<file path="config.mk">
export PLATFORM = sky130hd
export DESIGN_NAME = pt_walker
export DESIGN_NICKNAME = d
export VERILOG_FILES = /design/src/rtl/pw_pkg.sv /design/src/rtl/pw_page_check.sv /design/src/rtl/pw_pte_decode.sv /design/src/rtl/pw_addr_gen.sv /design/src/rtl/pt_walker.sv
export SDC_FILE = /design/constraint.sdc
export NUM_CORES = 1
export LEC_CHECK = 0
export BUFFER_PORTS_ARGS = -buffer_cell sky130_fd_sc_hd__buf_2
export CAP_MARGIN = 20
export CELL_PAD_IN_SITES_DETAIL_PLACEMENT = 2
export CELL_PAD_IN_SITES_GLOBAL_PLACEMENT = 2
export CORE_ASPECT_RATIO = 0.9
export CORE_MARGIN = 3
export CORE_UTILIZATION = 26
export DETAILED_ROUTE_END_ITERATION = 10
export PLACE_DENSITY = 0.74
export REMOVE_ABC_BUFFERS = 1
export SLEW_MARGIN = 15
export SYNTH_ARGS = -nofsm -noshare
export SYNTH_HDL_FRONTEND = slang
export SYNTH_SLANG_ARGS = --single-unit
export TNS_END_PERCENT = 30
</file>
<file path="constraint.sdc">
create_clock -name clk -period 1.7 [get_ports clk]
set_clock_uncertainty 0.1 [all_clocks]
set_input_delay 0.085 -clock clk [delete_from_list [all_inputs] [get_ports clk]]
set_output_delay 0.085 -clock clk [all_outputs]
set_load 0.02 [all_outputs]
</file>
<file path="src/rtl/pw_pkg.sv">
package pw_pkg;
    localparam int VA_W   = 32;
    localparam int PTE_W  = 32;
    localparam int OFF_W  = 12;
    localparam int IDX_W  = 10;
    localparam int PPN_W  = 22;
    localparam int PA_W   = PPN_W + OFF_W;
    localparam int LEVELS = 2;
    localparam int LVL_W  = (LEVELS > 1) ? $clog2(LEVELS) : 1;

    typedef enum logic [1:0] {
        S_IDLE = 2'd0,
        S_REQ  = 2'd1,
        S_RSP  = 2'd2,
        S_DONE = 2'd3
    } walk_state_e;
endpackage

</file>
<file path="src/rtl/pw_page_check.sv">
module pw_page_check
    import pw_pkg::*;
#(
    parameter int unsigned MEM_PAGES = 1024
) (
    input  logic [PPN_W-1:0] ppn,
    output logic             in_range
);
    always_comb begin
        in_range = ({10'd0, ppn} < 32'(MEM_PAGES));
    end
endmodule

</file>
<file path="src/rtl/pw_pte_decode.sv">
module pw_pte_decode
    import pw_pkg::*;
(
    input  logic [PTE_W-1:0] pte,
    output logic             is_ptr,
    output logic             is_leaf
);
    logic v_b, r_b, w_b, x_b;

    always_comb begin
        v_b = pte[0];
        r_b = pte[1];
        w_b = pte[2];
        x_b = pte[3];
        is_ptr  = v_b && !r_b && !w_b && !x_b;
        is_leaf = v_b && (r_b || x_b) && !(w_b && !r_b);
    end
endmodule

</file>
<file path="src/rtl/pw_addr_gen.sv">
module pw_addr_gen
    import pw_pkg::*;
(
    input  logic [VA_W-1:0]  vaddr,
    input  logic [PPN_W-1:0] tbl_ppn,
    input  logic [LVL_W-1:0] lvl_idx,
    input  logic [PTE_W-1:0] pte,
    output logic [PA_W-1:0]  entry_addr,
    output logic [PA_W-1:0]  leaf_pa,
    output logic             sp_misaligned
);
    logic [PPN_W-1:0] pte_ppn;
    logic [IDX_W-1:0] idx_l [LEVELS];
    logic [PA_W-1:0]  pa_l  [LEVELS];
    logic             mis_l [LEVELS];

    assign pte_ppn = pte[PTE_W-1 -: PPN_W];

    for (genvar l = 0; l < LEVELS; l++) begin : g_lvl
        localparam int KEEP = OFF_W + (LEVELS - 1 - l) * IDX_W;
        localparam logic [PA_W-1:0] MASK = (PA_W'(1) << KEEP) - PA_W'(1);
        assign idx_l[l] = vaddr[KEEP +: IDX_W];
        assign pa_l[l]  = ({pte_ppn, {OFF_W{1'b0}}} & ~MASK) | (PA_W'(vaddr) & MASK);
        if (KEEP > OFF_W) begin : g_super
            assign mis_l[l] = |pte_ppn[KEEP-OFF_W-1:0];
        end else begin : g_page
            assign mis_l[l] = 1'b0;
        end
    end

    always_comb begin
        entry_addr    = {tbl_ppn, {OFF_W{1'b0}}} + PA_W'({idx_l[lvl_idx], 2'b00});
        leaf_pa       = pa_l[lvl_idx];
        sp_misaligned = mis_l[lvl_idx];
    end
endmodule

</file>
<file path="src/rtl/pt_walker.sv">
module pt_walker
    import pw_pkg::*;
#(
    parameter int unsigned MEM_PAGES = 1024
) (
    input  logic             clk,
    input  logic             rst_n,
    input  logic             req_valid,
    output logic             req_ready,
    input  logic [31:0]      req_vaddr,
    input  logic [31:0]      req_ctrl,
    output logic             mem_req_valid,
    input  logic             mem_req_ready,
    output logic [33:0]      mem_req_addr,
    input  logic             mem_rsp_valid,
    input  logic [31:0]      mem_rsp_data,
    output logic             done,
    output logic             res_found,
    output logic [1:0]       res_level,
    output logic [31:0]      res_pte,
    output logic [33:0]      res_paddr
);
    typedef struct packed {
        walk_state_e      st;
        logic [1:0]       lvl;
        logic [VA_W-1:0]  va;
        logic [PPN_W-1:0] tbl;
        logic             found;
        logic [PTE_W-1:0] pte;
        logic [PA_W-1:0]  pa;
    } walk_t;

    walk_t q, d;

    logic             root_ok, next_ok, is_ptr, is_leaf, sp_mis;
    logic [PA_W-1:0]  entry_addr, leaf_pa;
    logic [PPN_W-1:0] root_ppn, next_ppn;
    logic [LVL_W-1:0] lvl_idx;

    assign root_ppn = req_ctrl[PPN_W-1:0];
    assign next_ppn = mem_rsp_data[PTE_W-1 -: PPN_W];
    assign lvl_idx  = LVL_W'(q.lvl - 2'd1);

    pw_page_check #(.MEM_PAGES(MEM_PAGES)) u_root_chk (
        .ppn(root_ppn), .in_range(root_ok)
    );
    pw_page_check #(.MEM_PAGES(MEM_PAGES)) u_next_chk (
        .ppn(next_ppn), .in_range(next_ok)
    );
    pw_pte_decode u_dec (
        .pte(mem_rsp_data), .is_ptr(is_ptr), .is_leaf(is_leaf)
    );
    pw_addr_gen u_agen (
        .vaddr(q.va), .tbl_ppn(q.tbl), .lvl_idx(lvl_idx), .pte(mem_rsp_data),
        .entry_addr(entry_addr), .leaf_pa(leaf_pa), .sp_misaligned(sp_mis)
    );

    always_comb begin
        d = q;
        unique case (q.st)
            S_IDLE: begin
                if (req_valid) begin
                    d.va    = req_vaddr;
                    d.found = 1'b0;
                    d.pte   = '0;
                    d.pa    = '0;
                    d.tbl   = root_ppn;
                    if (root_ppn == '0) begin
                        d.st    = S_DONE;
                        d.lvl   = 2'd0;
                        d.found = 1'b1;
                        d.pa    = PA_W'(req_vaddr);
                    end else if (!root_ok) begin
                        d.st  = S_DONE;
                        d.lvl = 2'd1;
                    end else begin
                        d.st  = S_REQ;
                        d.lvl = 2'd1;
                    end
                end
            end
            S_REQ: begin
                if (mem_req_ready) d.st = S_RSP;
            end
            S_RSP: begin
                if (mem_rsp_valid) begin
                    d.st = S_DONE;
                    if (is_leaf) begin
                        if (!sp_mis) begin
                            d.found = 1'b1;
                            d.pte   = mem_rsp_data;
                            d.pa    = leaf_pa;
                        end
                    end else if (is_ptr && (q.lvl < 2'(LEVELS)) && next_ok) begin
                        d.st  = S_REQ;
                        d.tbl = next_ppn;
                        d.lvl = q.lvl + 2'd1;
                    end
                end
            end
            S_DONE: d.st = S_IDLE;
            default: d.st = S_IDLE;
        endcase
    end

    always_ff @(posedge clk) begin
        if (!rst_n) q <= '0;
        else        q <= d;
    end

    assign req_ready     = (q.st == S_IDLE);
    assign mem_req_valid = (q.st == S_REQ);
    assign mem_req_addr  = entry_addr;
    assign done          = (q.st == S_DONE);
    assign res_found     = q.found;
    assign res_level     = q.lvl;
    assign res_pte       = q.pte;
    assign res_paddr     = q.pa;

    AST_REQ_HOLD: assert property (@(posedge clk) disable iff (!rst_n)
        mem_req_valid && !mem_req_ready |=> mem_req_valid && $stable(mem_req_addr));
    AST_BUSY_AFTER_ACCEPT: assert property (@(posedge clk) disable iff (!rst_n)
        req_valid && req_ready |=> !req_ready);
    AST_BARE_NEXT: assert property (@(posedge clk) disable iff (!rst_n)
        req_valid && req_ready && (req_ctrl[21:0] == 22'd0)
        |=> done && res_found && (res_level == 2'd0));
    AST_DONE_PULSE: assert property (@(posedge clk) disable iff (!rst_n)
        done |=> !done);
    AST_MISS_ZERO: assert property (@(posedge clk) disable iff (!rst_n)
        done && !res_found |-> (res_pte == '0) && (res_paddr == '0));
    AST_LEAF_CODE: assert property (@(posedge clk) disable iff (!rst_n)
        done && res_found && (res_level != 2'd0)
        |-> res_pte[0] && (res_pte[1] || res_pte[3]));
endmodule

</file>
======== Word level (Yosys, flattened, before mapping) ========
Cells that the tools add are included.
cells by class
  add/sub/neg operators ................... 3
  $mul .................................... 0
  div/mod/pow operators ................... 0
  magnitude comparators ................... 4
  equality and inequality tests ........... 10
  shift operators ......................... 0
  mux-type cells .......................... 26
  bitwise logic cells ..................... 3
  reduce and logical (&&, ||, !) cells .... 21
operator list
  kind                                                          count
  case mux 89 bit (2 select lines)                              1
  two-way mux 67 bit                                            2
  two-way mux 125 bit                                           1
  two-way mux 34 bit                                            3
  two-way mux 89 bit                                            1
  less-than comparator 22 x 11 -> 1 bit, second input constant  2
  two-way mux 22 bit                                            2
  adder 34 x 12 -> 34 bit                                       1
  OR 34 x 12 -> 34 bit                                          1
  OR 34 x 22 -> 34 bit                                          1
  two-way mux 32 bit                                            1
  two-way mux 10 bit                                            3
  logical NOT 22 bit                                            1
  two-way mux 4 bit                                             5
  inequality test 2 bit, second input constant                  6
  AND reduction 5 bit                                           2
  OR reduction 10 bit                                           1
  logical AND 1 bit                                             8
  case mux 2 bit (4 select lines)                               1
  equality test 2 bit, second input constant                    2
  logical NOT 1 bit                                             4
  two-way mux 1 bit                                             4
  case mux 2 bit (2 select lines)                               1
  AND reduction 3 bit                                           1
  12 further kinds                                              12
word-level totals
  register bits after elaboration ......... 125
  bits in latches ......................... 0
  bits in writable memories ............... 0
  bits in read-only memories .............. 0
  input port bits ......................... 101
  output and inout port bits .............. 106
  logic and storage cells ................. 74
  memories kept ........................... 0

======== Logic depth before layout (Yosys ltp) ========
  word-level depth ........................ 10
  gate-level depth with buffers ........... 8
  gate-level depth less buffers ........... 5

======== By module ========
A second synthesis with hierarchy kept.
second synthesis, totals
  cell total of the unflattened synthesis .. 837
  area, all modules ....................... 6829.0 um^2
modules (own cells, without submodules)
  module         times used  cells an instance  area each (um^2)  seq. area each (um^2)
  pt_walker      1           751                6044.5            2502.4
  pw_addr_gen    1           75                 705.7             0.0
  pw_page_check  2           4                  25.0              0.0
  pw_pte_decode  1           3                  28.8              0.0

======== Least setup slack after synthesis ========
Ideal clock, no wire load.
  path type ............................... register to register
  start ................................... register q[124] (netlist name)
  end ..................................... register q[72] (netlist name)
  setup time .............................. 0.125 ns
  arrival ................................. 1.681 ns
  required time ........................... 1.475 ns
  path slack .............................. -0.206 ns
  stages on the path, launching flop included .. 8
  path buffers ............................ 2
  period minus slack after synthesis ...... 1.906 ns
  cells stage by stage .................... dfxtp_1 -> buf_4 -> nor2_1 -> nand2_1 -> o31a_1 -> buf_6 -> a221oi_1 -> nor3b_1
between the ends
  word-level cells in the longest chain between the ends .. 3
  elaborated cells on any way between the ends .. 9
  classes of those cells .................. eq/ne (5); mux (1); reduce/logical (3)
RTL lines
  element                                                                       RTL line          source
  start: declaration                                                            pt_walker.sv:33   walk_t q, d;
  start signal: assignment                                                      pt_walker.sv:107  if (!rst_n) q <= '0;
  start signal: assignment                                                      pt_walker.sv:108  else q <= d;
  logical NOT 2 bit (*)                                                         n/a
  net req_ready                                                                 pt_walker.sv:9    output logic req_ready,
  inequality test 2 bit (no source line) or nonzero test 2 bit (tied branches)  n/a
  AND reduction 5 bit (no source line)                                          n/a
Mark *: on every way through the listed nets, which the timed path passes. The rest lies on a longest branch.
A chain may end at the register's enable or synchronous reset.

======== Final worst setup path ========
  start ................................... register q (netlist bit res_level[1])
  end ..................................... register q[72] (netlist name)
between the ends
  word-level cells in the longest chain between the ends .. 5
RTL lines
  element                                 RTL line         source
  less-than comparator 2 bit              pt_walker.sv:94  end else if (is_ptr && (q.lvl < 2'(LEVELS)) && next_ok) begin
  logical AND 1 bit (2 in series)         pt_walker.sv:94
  inequality test 2 bit (no source line)  n/a
  AND reduction 5 bit (no source line)    n/a
Every way passes these cells.

==> results.py <==
metrics = {
    "worst_hold_path": {
        "hold-path-cell-count": 4,
        "hold_path_class": "in -> reg",
    },
    "placement": {
        "gp_congestion": 0.785,
        "dpl.hpwl_mm": 16.9,
        "place_area_um2": 7140,
        "port_buffers": 194,
    },
    "finish": {
        "fillers": 2473,
        "fin_nets": 1031,
        "finalCoreUtilization_pct": 40.2,
        "design_area_um2": 9140,
        "area_growth_pct": 50.3,
        "drive_gt1_share_pct": 44.0,
    },
    "synthesis": {
        "yosysTopAreaCell": "dfxtp_1",
        "synth.most_common_cell": "dfxtp_1",
        "synth_edf_count": 0,
        "synth_seq_area_share_pct": 40.5,
        "synth.top_cell.area_share_pct": 40.5,
        "post_synth_inst_count": 708,
        "avgSynthCellArea_um2": 8.58,
        "syn_area_um2": 6080,
        "synth_common_cells": "123 x dfxtp_1, 93 x buf_4, 91 x nand2_1, 62 x nor2_1, 52 x o21ai_0",
        "synth_area_leaders": "dfxtp_1 41%, buf_4 11%, nand2_1 5.6%, a221oi_1 5.5%, o21ai_0 4.3%",
        "synth-seq-cells": 123,
        "synthArstFlopShare_pct": 0,
        "yosys_warnings": 0,
        "synth_ff_type": "dfxtp_1",
        "synth_cell_type_count": 41,
    },
    "clock_network": {
        "clock-root-buffer": "clkbuf_16",
        "cts_num_sinks": 123,
        "clk_latency_ns": 0.41,
        "htreeDepth": 4,
        "numCtsBuffers": 17,
        "tritoncts": "built",
        "clk_pin_slew_ns": 0.06,
        "clockBufferDepth": 2,
    },
    "floorplan": {
        "start_util_pct": 26.8,
        "placeableCoreArea_um2": 22700,
        "die_w_um": 167,
        "die_h_um": 151,
        "dieArea_um2": 25200,
        "num_rows": 52,
        "io_pins": 207,
    },
    "worst_setup_path": {
        "arrival_ns": 2.11,
        "slowest_stage": "o31a_1",
        "path_cells": "nor4b_2 -> nand3_1 -> o31a_1 -> buf_6 -> a221oi_1 -> nor3b_1",
        "critPathKind": "reg -> reg",
        "path_depth": 6,
        "max_stage_delay_ns": 0.36,
        "rr_worst_depth": 6,
        "path_max_fanout": 10,
        "cp-start-kind": "flip-flop",
        "cp_top_family": "compound AO/OA/AOI/OAI gates",
        "worst-endpoint-required_ns": 1.89,
        "endpoint_kind": "flip-flop",
        "path_buf_inv": 1,
    },
    "timing": {
        "fin_ws_ns": -0.220,
        "period_needed_ns": 1.92,
        "setup_viol": 54,
        "hold_viol": 0,
        "rsz0062_at_grt": "yes",
        "slew_viol_final": 0,
        "finalCritPeriodShare_pct": 113,
        "fmax_mhz": 521,
        "tns_ns": -4.45,
    },
    "global_routing": {
        "antenna_found_initial": 3,
        "grt-ovfl-total": 0,
        "grt_pass1_wl_mm": 40.3,
        "grt_use_total_pct": 20.6,
        "grt_max_degree": 42,
        "grt_pass1_vias": 6803,
    },
    "routing": {
        "ant_nets": 0,
        "drc": 0,
        "num_vias": 6187,
        "post_drt_wl_per_cell_um": 22.4,
        "drt_first_pass_iters": 4,
        "vias_per_cell": 4.98,
        "drt_iter0_drc": 282,
        "wl_mm": 27.8,
    },
    "power": {
        "ir_worst_vdd_v": 0.000453,
        "power_leakage_uw": 0.00395,
        "power_density_nw_per_um2": 1090,
    },
    "run_status": {
        "status": "finished with violations",
        "failed_checks": "negative setup slack",
    },
    "job": {
        "cap_violations": 0,
    },
}
==> worst paths after layout <==
kind                        startpoint                         end  slack [ns]
max reg2reg  res_level[1]$_SDFFE_PN0P_          q[72]$_SDFFE_PN0P_       -0.22
min                   mem_rsp_data[22]  res_paddr[24]$_SDFFE_PN0P_        0.02
min reg2reg   res_pte[18]$_SDFFE_PN0P_    res_pte[18]$_SDFFE_PN0P_        0.36
max          res_level[1]$_SDFFE_PN0P_          q[72]$_SDFFE_PN0P_       -0.22
==> state kept, by name (all words and copies together), names as in the netlist <==
name and count:
q 56, res_paddr 33, res_pte 31, res_level 2, res_found 1
==> per-stage QoR <==
| stage | power (uW) | setup slack [ns] | instances | hold slack [ns] |
|---|---|---|---|---|
| 5_1_grt | 10400 | -0.265 | 1241 | 0.0120 |
| 3_5_place_dp | 5620 | -0.318 | 1128 | 0.246 |
| 3_3_place_gp | 5550 | -0.224 | 1128 | 0.233 |
| 4_1_cts | 9690 | -0.167 | 1239 | 0.000423 |
| 6_report | 9980 | -0.220 | 1242 | 0.0213 |
| 2_1_floorplan | 4460 | -2.37 | 561 | 0.101 |
==> power by group <==
group | internal (uW) | switching [uW]
sequential | 3170 | 213
combinational | 1170 | 1650
clock | 2380 | 1390
total | 6720 | 3250
==> logic make-up (layout without fill, tap and decap cells) <==
logic type	count (synthesis)	after routing	share of synthesized area, %
muxes	21	21	3.66
DFF	123	123	40.5
other	1	4	0.0617
buffers and inverters	150	384	16.6
AOI/OAI and AO/OA	178	178	21.2
and+or+nand+nor	235	235	18.0
==> tightest hold or removal path, cell delays in order <==
cell and delay [ns]:
buf_2 0.09, buf_4 0.14, a221oi_2 0.07, nor2_1 0.11
==> metal layers <==
layer | part of all wire, % | track usage, % | vias to the layer above
li1 | - | - | 2863
met1 | 42 | 24.9 | 3106
met2 | 51 | 37.3 | 177
met3 | 4.4 | 4.72 | 37
met4 | 1.8 | 4.99 | 4
met5 | 0.076 | 0 | -
==> repair_timing <==
item | 4_1_cts | 5_1_grt
hold buffers | 74 | 0
resized for setup | 36 | 153
setup endpoints to repair | 98 | 114
cloned | 2 | 1
buffers inserted | 3 | 0
endpoints found under the hold margin | 102 | 0
pin swaps | 8 | 31
==> area by class of cell <==
| cell class | instances | area, um2 | share of cell area [%] |
|---|---|---|---|
| Antenna cell | 2 | 5.00 | 0.0548 |
| Clock buffer | 25 | 515 | 5.64 |
| Clock inverter | 7 | 85.1 | 0.931 |
| Inverter | 2 | 7.51 | 0.0822 |
| Multi-Input combinational cell | 436 | 3100 | 33.9 |
| Sequential cell | 123 | 2470 | 27.0 |
| Tap cell | 297 | 372 | 4.07 |
| Timing Repair Buffer | 350 | 2580 | 28.3 |
==> layout by cell type (no fill, tap or decap), drive strengths merged, types with 3 or more instances in the layout <==
| cell | count |
|---|---|
| a21boi | 32 |
| a21oi | 22 |
| a221oi | 44 |
| a31oi | 3 |
| a32oi | 11 |
| buf | 272 |
| clkbuf | 28 |
| clkinv | 5 |
| dfxtp | 123 |
| dlygate4sd3 | 74 |
| mux2 | 10 |
| mux2i | 11 |
| nand2 | 91 |
| nand2b | 3 |
| nand3 | 24 |
| nor2 | 62 |
| nor2b | 14 |
| nor3 | 4 |
| nor3b | 23 |
| nor4 | 10 |
| o21ai | 55 |
Note: power is estimated with default switching activity, not from simulation.
